**src/rtl/dbr_pkg.sv**
```systemverilog
package dbr_pkg;
  localparam int CFG_W = 3;

  typedef enum logic [1:0] {
    TR_FREE  = 2'd0,
    TR_UNTIL = 2'd1,
    TR_AFTER = 2'd2,
    TR_RSVD  = 2'd3
  } trace_mode_e;

  typedef enum logic [1:0] {
    TS_MONITOR = 2'd0,
    TS_STORE1  = 2'd1,
    TS_STORE2  = 2'd2,
    TS_END     = 2'd3
  } trace_st_e;

  typedef struct packed {
    trace_mode_e tmode;      // bits [2:1]
    logic        range_sel;  // bit 0
  } cfg_t;
endpackage

```
**src/rtl/dbr_ctrl.sv**
```systemverilog
module dbr_ctrl
  import dbr_pkg::*;
(
  input  logic tck,
  input  logic rst_n,
  input  logic sel,
  input  logic shift_en,
  input  logic update_en,
  input  logic tdi,
  output logic so,
  output cfg_t cfg
);
  logic [CFG_W-1:0] sh_q, sh_d, cfg_q, cfg_d;

  always_comb begin
    sh_d  = sh_q;
    cfg_d = cfg_q;
    if (sel && shift_en)  sh_d  = {tdi, sh_q[CFG_W-1:1]};
    if (sel && update_en) cfg_d = sh_q;
  end

  always_ff @(posedge tck or negedge rst_n) begin
    if (!rst_n) begin
      sh_q  <= '0;
      cfg_q <= '0;
    end else begin
      sh_q  <= sh_d;
      cfg_q <= cfg_d;
    end
  end

  assign so  = sh_q[0];
  assign cfg = cfg_t'(cfg_q);
endmodule

```
**src/rtl/dbr_cond_chain.sv**
```systemverilog
module dbr_cond_chain #(
  parameter int W = 8
) (
  input  logic [W-1:0] pins,
  input  logic [W-1:0] cap,
  input  logic [W-1:0] upd,
  input  logic         cdi,
  input  logic         range_sel,
  output logic         hit
);
  // vector chain ripples from cell 0 (cdi) upward
  logic [W:0] vec_c;
  // range chains ripple from the most significant cell downward
  logic [W:0] lo_gt, lo_eq, hi_lt, hi_eq;

  assign vec_c[0] = cdi;
  assign lo_gt[W] = 1'b0;
  assign lo_eq[W] = 1'b1;
  assign hi_lt[W] = 1'b0;
  assign hi_eq[W] = 1'b1;

  for (genvar i = 0; i < W; i++) begin : g_cell
    assign vec_c[i+1] = vec_c[i] & (upd[i] | ~(pins[i] ^ cap[i]));
    assign lo_gt[i]   = lo_gt[i+1] | (lo_eq[i+1] & pins[i] & ~cap[i]);
    assign lo_eq[i]   = lo_eq[i+1] & ~(pins[i] ^ cap[i]);
    assign hi_lt[i]   = hi_lt[i+1] | (hi_eq[i+1] & ~pins[i] & upd[i]);
    assign hi_eq[i]   = hi_eq[i+1] & ~(pins[i] ^ upd[i]);
  end

  logic rng_ok;
  assign rng_ok = cdi & (lo_gt[0] | lo_eq[0]) & (hi_lt[0] | hi_eq[0]);
  assign hit    = range_sel ? rng_ok : vec_c[W];
endmodule

```
**src/rtl/dbr_trace_fsm.sv**
```systemverilog
module dbr_trace_fsm
  import dbr_pkg::*;
(
  input  logic        tck,
  input  logic        rst_n,
  input  logic        in_idle,
  input  logic        sel_trace,
  input  logic        instr_load,
  input  logic        cdi,
  input  trace_mode_e tmode,
  output trace_st_e   state,
  output logic        rec_cap,
  output logic        rec_upd,
  output logic        trig
);
  trace_st_e st_q, st_d;
  logic arm, waits, stop_now;

  assign arm      = in_idle & sel_trace & ~instr_load;
  assign waits    = (tmode == TR_AFTER);
  assign stop_now = (tmode == TR_UNTIL) & cdi;

  always_comb begin
    st_d = st_q;
    if (!arm) st_d = TS_MONITOR;
    else begin
      unique case (st_q)
        TS_MONITOR: begin
          if (stop_now)         st_d = TS_END;
          else if (waits && cdi) st_d = TS_STORE1;
        end
        TS_STORE1: st_d = TS_STORE2;
        TS_STORE2: st_d = TS_END;
        TS_END:    st_d = TS_END;
      endcase
    end
  end

  always_ff @(negedge tck or negedge rst_n) begin
    if (!rst_n) st_q <= TS_MONITOR;
    else        st_q <= st_d;
  end

  assign rec_cap = arm & ((st_q == TS_STORE1) | (st_q == TS_STORE2) |
                          ((st_q == TS_MONITOR) & ~waits));
  assign rec_upd = arm & ((st_q == TS_STORE1) |
                          ((st_q == TS_MONITOR) & ~waits & ~stop_now));
  assign trig    = arm & (st_q == TS_MONITOR) & waits & cdi;
  assign state   = st_q;
endmodule

```
**src/rtl/dbg_bscan_trig.sv**
```systemverilog
module dbg_bscan_trig
  import dbr_pkg::*;
#(
  parameter int W = 8
) (
  input  logic         tck,
  input  logic         trst_n,
  input  logic         in_idle,
  input  logic         capture_dr,
  input  logic         shift_dr,
  input  logic         exit2_dr,
  input  logic         update_dr,
  input  logic         instr_load,
  input  logic         sel_ctrl,
  input  logic         sel_break,
  input  logic         sel_trace,
  input  logic         tdi,
  output logic         tdo,
  input  logic [W-1:0] pins,
  input  logic         cdi,
  output logic         cdo
);
  // reset: asynchronous assert, synchronous release
  logic rst_meta, rst_n;
  always_ff @(posedge tck or negedge trst_n) begin
    if (!trst_n) begin
      rst_meta <= 1'b0;
      rst_n    <= 1'b0;
    end else begin
      rst_meta <= 1'b1;
      rst_n    <= rst_meta;
    end
  end

  cfg_t      cfg;
  logic      ctrl_so;
  trace_st_e trace_st;
  logic      rec_cap, rec_upd, trig, hit;
  logic      dbg_sel;
  logic [W-1:0] cap_q, cap_d, upd_q, upd_d;

  assign dbg_sel = sel_break | sel_trace;

  dbr_ctrl u_ctrl (
    .tck(tck), .rst_n(rst_n), .sel(sel_ctrl), .shift_en(shift_dr),
    .update_en(update_dr), .tdi(tdi), .so(ctrl_so), .cfg(cfg)
  );

  dbr_trace_fsm u_fsm (
    .tck(tck), .rst_n(rst_n), .in_idle(in_idle), .sel_trace(sel_trace),
    .instr_load(instr_load), .cdi(cdi), .tmode(cfg.tmode),
    .state(trace_st), .rec_cap(rec_cap), .rec_upd(rec_upd), .trig(trig)
  );

  dbr_cond_chain #(.W(W)) u_chain (
    .pins(pins), .cap(cap_q), .upd(upd_q), .cdi(cdi),
    .range_sel(cfg.range_sel), .hit(hit)
  );

  // capture stage: rising edge
  always_comb begin
    cap_d = cap_q;
    if (sel_ctrl)                     cap_d = cap_q;
    else if (shift_dr)                cap_d = {tdi, cap_q[W-1:1]};
    else if (capture_dr && !dbg_sel)  cap_d = pins;
    else if (exit2_dr && sel_trace)   cap_d = upd_q;
    else if (rec_cap)                 cap_d = pins;
  end

  always_ff @(posedge tck or negedge rst_n) begin
    if (!rst_n) cap_q <= '0;
    else        cap_q <= cap_d;
  end

  // update stage: falling edge
  always_comb begin
    upd_d = upd_q;
    if (update_dr && !dbg_sel && !sel_ctrl) upd_d = cap_q;
    else if (exit2_dr && sel_break)         upd_d = cap_q;
    else if (rec_upd)                       upd_d = cap_q;
  end

  always_ff @(negedge tck or negedge rst_n) begin
    if (!rst_n) upd_q <= '0;
    else        upd_q <= upd_d;
  end

  assign tdo = sel_ctrl ? ctrl_so : cap_q[0];
  assign cdo = (in_idle & sel_break & hit) | trig;
endmodule

```
**config.mk**
```make
export PLATFORM = sky130hd
export DESIGN_NAME = dbg_bscan_trig
export DESIGN_NICKNAME = d
export VERILOG_FILES = /design/src/rtl/dbr_pkg.sv /design/src/rtl/dbr_ctrl.sv /design/src/rtl/dbr_cond_chain.sv /design/src/rtl/dbr_trace_fsm.sv /design/src/rtl/dbg_bscan_trig.sv
export SDC_FILE = /design/constraint.sdc
export NUM_CORES = 1
export LEC_CHECK = 0
export ABC_AREA = 1
export BUFFER_PORTS_ARGS = -buffer_cell sky130_fd_sc_hd__buf_2
export CORE_ASPECT_RATIO = 1.1
export CORE_MARGIN = 2
export CORE_UTILIZATION = 30
export DETAILED_ROUTE_END_ITERATION = 10
export HOLD_SLACK_MARGIN = 0.12
export PLACE_DENSITY = 0.53
export SLEW_MARGIN = 20
export SYNTH_ARGS = -nofsm -noshare
export SYNTH_HDL_FRONTEND = slang
export SYNTH_SLANG_ARGS = --single-unit
```
**constraint.sdc**
```tcl
create_clock -name tck -period 3 [get_ports tck]
set_input_delay 0.6 -clock tck [delete_from_list [all_inputs] [get_ports tck]]
set_output_delay 0.6 -clock tck [all_outputs]
set_load 0.005 [all_outputs]
```
==> key figures <==
Run status
  – Status: finished with violations
  – Failing checks: negative setup slack

Synthesis
  – Number of synthesized register bits: 26
  – Post-Syn Instances: 248
  – Async SR Flop Fraction: 100%
  – Most common cell in the netlist: nand2_1
  – EDFF count, synth: 0
  – Ys Warns: 0
  – Post-synthesis sequential area ratio: 37.3%
  – Netlist cell types: 25
  – Syn_nets: 274
  – Area share of the largest cell type after synthesis: 23.0%
  – Most used DFF post-synth: dfrtp_1
  – Synth area leaders: dfrtp_1, nand2_1, dfrtn_1, inv_1, o21ai_0
  – Syn avg cell area: 7.03 um2
  – Post-synth top cells: nand2_1, inv_1, nor2_1
  – Synthesized area: 1740 um2
  – Synth area leader: dfrtp_1

Route
  – Wire length per cell: 12.0 um
  – DR pass1 iterations: 4
  – DR DRC count: 0
  – Antenna-violating nets left: 0
  – Vias: 1694
  – Initial drt markers: 50
  – Routed wire length: 4520 um
  – Via density: 4.51

Timing
  – PnR worst setup slack: -0.736 ns
  – Final setup vio count: 1
  – Layout Skew: 0.0132 ns
  – Worst-case hold slack: 0.241 ns
  – Pins over their slew limit: 0
  – Unrepaired setup endpoints after global routing: yes
  – Final hold vios: 0

CTS
  – Clock slew at reported path FFs: 0.10 ns
  – CTS sink count: 26
  – Max Root-Sink Buffers: 2
  – TritonCTS buffer count: 3
  – CTS tree: yes
  – Root buf cell: clkbuf_8
  – CTS H-tree depth: 1
  – Clock latency on the worst-skew pair: 0.28 ns

Global routing
  – First-pass GRT wire length: 7800 um
  – Vias in the first global route: 1726
  – Initial antenna violation count: 0
  – GRT Overall Usage: 15.0%
  – GR Overflow Total: 0
  – Largest net degree at the start of global routing: 25

Floorplanning
  – Die H: 83.9 um
  – Core Box Area: 5700 um2
  – Initial Util: 30.6%
  – Die W: 76.7 um
  – Die Area: 6440 um2
  – IO Pins: 23
  – Row count: 29

Pwr
  – Cell Pwr Density: 511 nW/um2
  – Static leakage: 1.18 nW
  – VDD IR max: 0.192 mV

Placed design
  – Number of port buffers: 22
  – Setup WS pre-CTS: -0.396 ns
  – DP Wirelength: 3210 um
  – Routability cong.: 0.815

Job
  – Maxcap violations: 0

Critical path
  – Critical path class: flip-flop to output port
  – Startpoint Class: flip-flop
  – Arrival @ worst endpoint: 3.14 ns
  – Worst Reg-to-Reg Cells: 10
  – Worst EP required: 2.40 ns
  – Critical path peak fanout: 3
  – CP peak stage delay: 0.43 ns
  – Slowest-stage cell, CP: dfrtn_1
  – Crit path capture type: output port
  – Crit path cell chain: inv_2 > nor2_1 > nor2_1 > o21ai_1 > nand2_1 > nand2_1 > nand2_1 > nand2_1 > nand2_1 > nand2_1 > nand2_1 > nand2_1 > buf_2
  – Most repeated library cell on the critical path: nand2_1

Hold path
  – HP Class: flip-flop to async pin

Final layout
  – Nets: 326
  – Fill cells: 605
  – Share of cells above drive strength 1: 28.1%
  – Ant. Diodes: 0
  – P&R area growth vs syn: 31.9%
## worst max-delay path: cells and delay by family, from the launching register on
family | cells | cell delay, ns
buffers and inverters | 2 | 0.16
flip-flops | 1 | 0.43
AND/OR/NAND/NOR | 10 | 0.62
AO/OA/AOI/OAI | 1 | 0.15
## cell families after synthesis
group                      synth area share [%]
AOI/OAI and AO/OA                          21.2
adders and majority gates                  3.59
buffers and inverters                      10.6
DFF                                        37.3
other                                     0.215
and+or+nand+nor                            27.1
## layout by cell type, fill, tap and decap left out
cell type / Yosys / final
a211oi_2: 1 / 1
a21oi_1: 10 / 10
a21oi_2: 2 / 2
a21oi_4: 1 / 1
buf_2: 3 / 22
buf_4: 0 / 25
buf_6: 2 / 3
bufinv_16: 0 / 1
clkbuf_8: 0 / 3
conb_1: 1 / 1
dfrtn_1: 10 / 10
dfrtp_1: 16 / 16
dlygate4sd3_1: 0 / 1
ha_1: 5 / 4
ha_4: 0 / 1
inv_1: 39 / 33
inv_12: 0 / 1
inv_2: 0 / 5
nand2_1: 80 / 77
nand2_2: 0 / 3
nand3_1: 3 / 3
nand3b_1: 2 / 2
nor2_1: 28 / 27
nor2_2: 0 / 1
nor2_4: 1 / 1
nor3_1: 3 / 3
nor3_4: 0 / 1
o211ai_4: 1 / 2
o21ai_0: 22 / 14
o21ai_1: 1 / 7
o21ai_2: 8 / 9
o21ai_4: 0 / 1
o22ai_1: 1 / 1
o311ai_0: 6 / 1
o311ai_1: 0 / 4
o311ai_2: 0 / 1
o32ai_1: 1 / 1
## routing by layer
layer  up-vias  track usage, %  routed length (um)
met1       771            19.6                2170
met2        21            24.8                2200
li1        896               -                   -
met3         6            1.95                  89
met4         0            6.45                  70
met5         -               0                   0
## cell type report
type	instances	area, um2	area share [%]
Clock buffer	3	41.3	1.80
Clock inverter	1	30.0	1.31
Inverter	39	159	6.91
Multi-Input combinational cell	179	981	42.7
Sequential cell	26	651	28.3
Tap cell	77	96.3	4.19
Timing Repair Buffer	51	342	14.9
## flip-flops by register name, summed over array words and instances (netlist names)
| name | count |
|---|---|
| cap_q | 8 |
| rst_meta | 1 |
| upd_q | 8 |
| u_fsm.state | 2 |
| u_ctrl.cfg | 3 |
| rst_n | 1 |
| u_ctrl.sh_q | 3 |
## power by group
| group | switching, mW | internal, mW | leakage [nW] |
|---|---|---|---|
| clock network | 0.122 | 0.179 | 0.0357 |
| logic | 0.233 | 0.181 | 0.822 |
| registers | 0.0463 | 0.414 | 0.321 |
| total | 0.401 | 0.773 | 1.18 |
## final timing paths
path,startpoint,endpoint,slack [ns]
max,upd_q[1],cdo,-0.74
min,rst_n,u_ctrl.sh_q[1],0.24
min reg2reg,rst_n,u_ctrl.sh_q[1],0.24
min in group tck,rst_meta,rst_n,0.36
max in group asynchronous,rst_n,upd_q[6],1.09
max reg2reg,u_fsm.state[0],cap_q[4],0.03
## per-stage QoR
step                      area (um2)  utilization [%]  instances  TNS (ns)  total power, mW
after global placement          2100             36.9        364     -3.57            0.841
after detailed placement        2100             36.9        364     -3.72            0.840
after floorplan                 1770                -        248    -0.184            0.706
after global routing            2300             40.4        376    -0.955             1.27
final                           2300             40.4        376    -0.736             1.17
after CTS                       2250             39.5        374    -0.760             1.17
## repair_timing
action | 4_1_cts | 5_1_grt
hold buffers | 1 | 0
setup endpoints to repair | 16 | 15
setup buffers | 5 | 2
gates resized for setup | 15 | 13
pin swaps | 5 | 7
hold endpoints to repair | 2 | 0
cloned | 1 | 0
No activity file was read; power rests on OpenSTA's default activity.
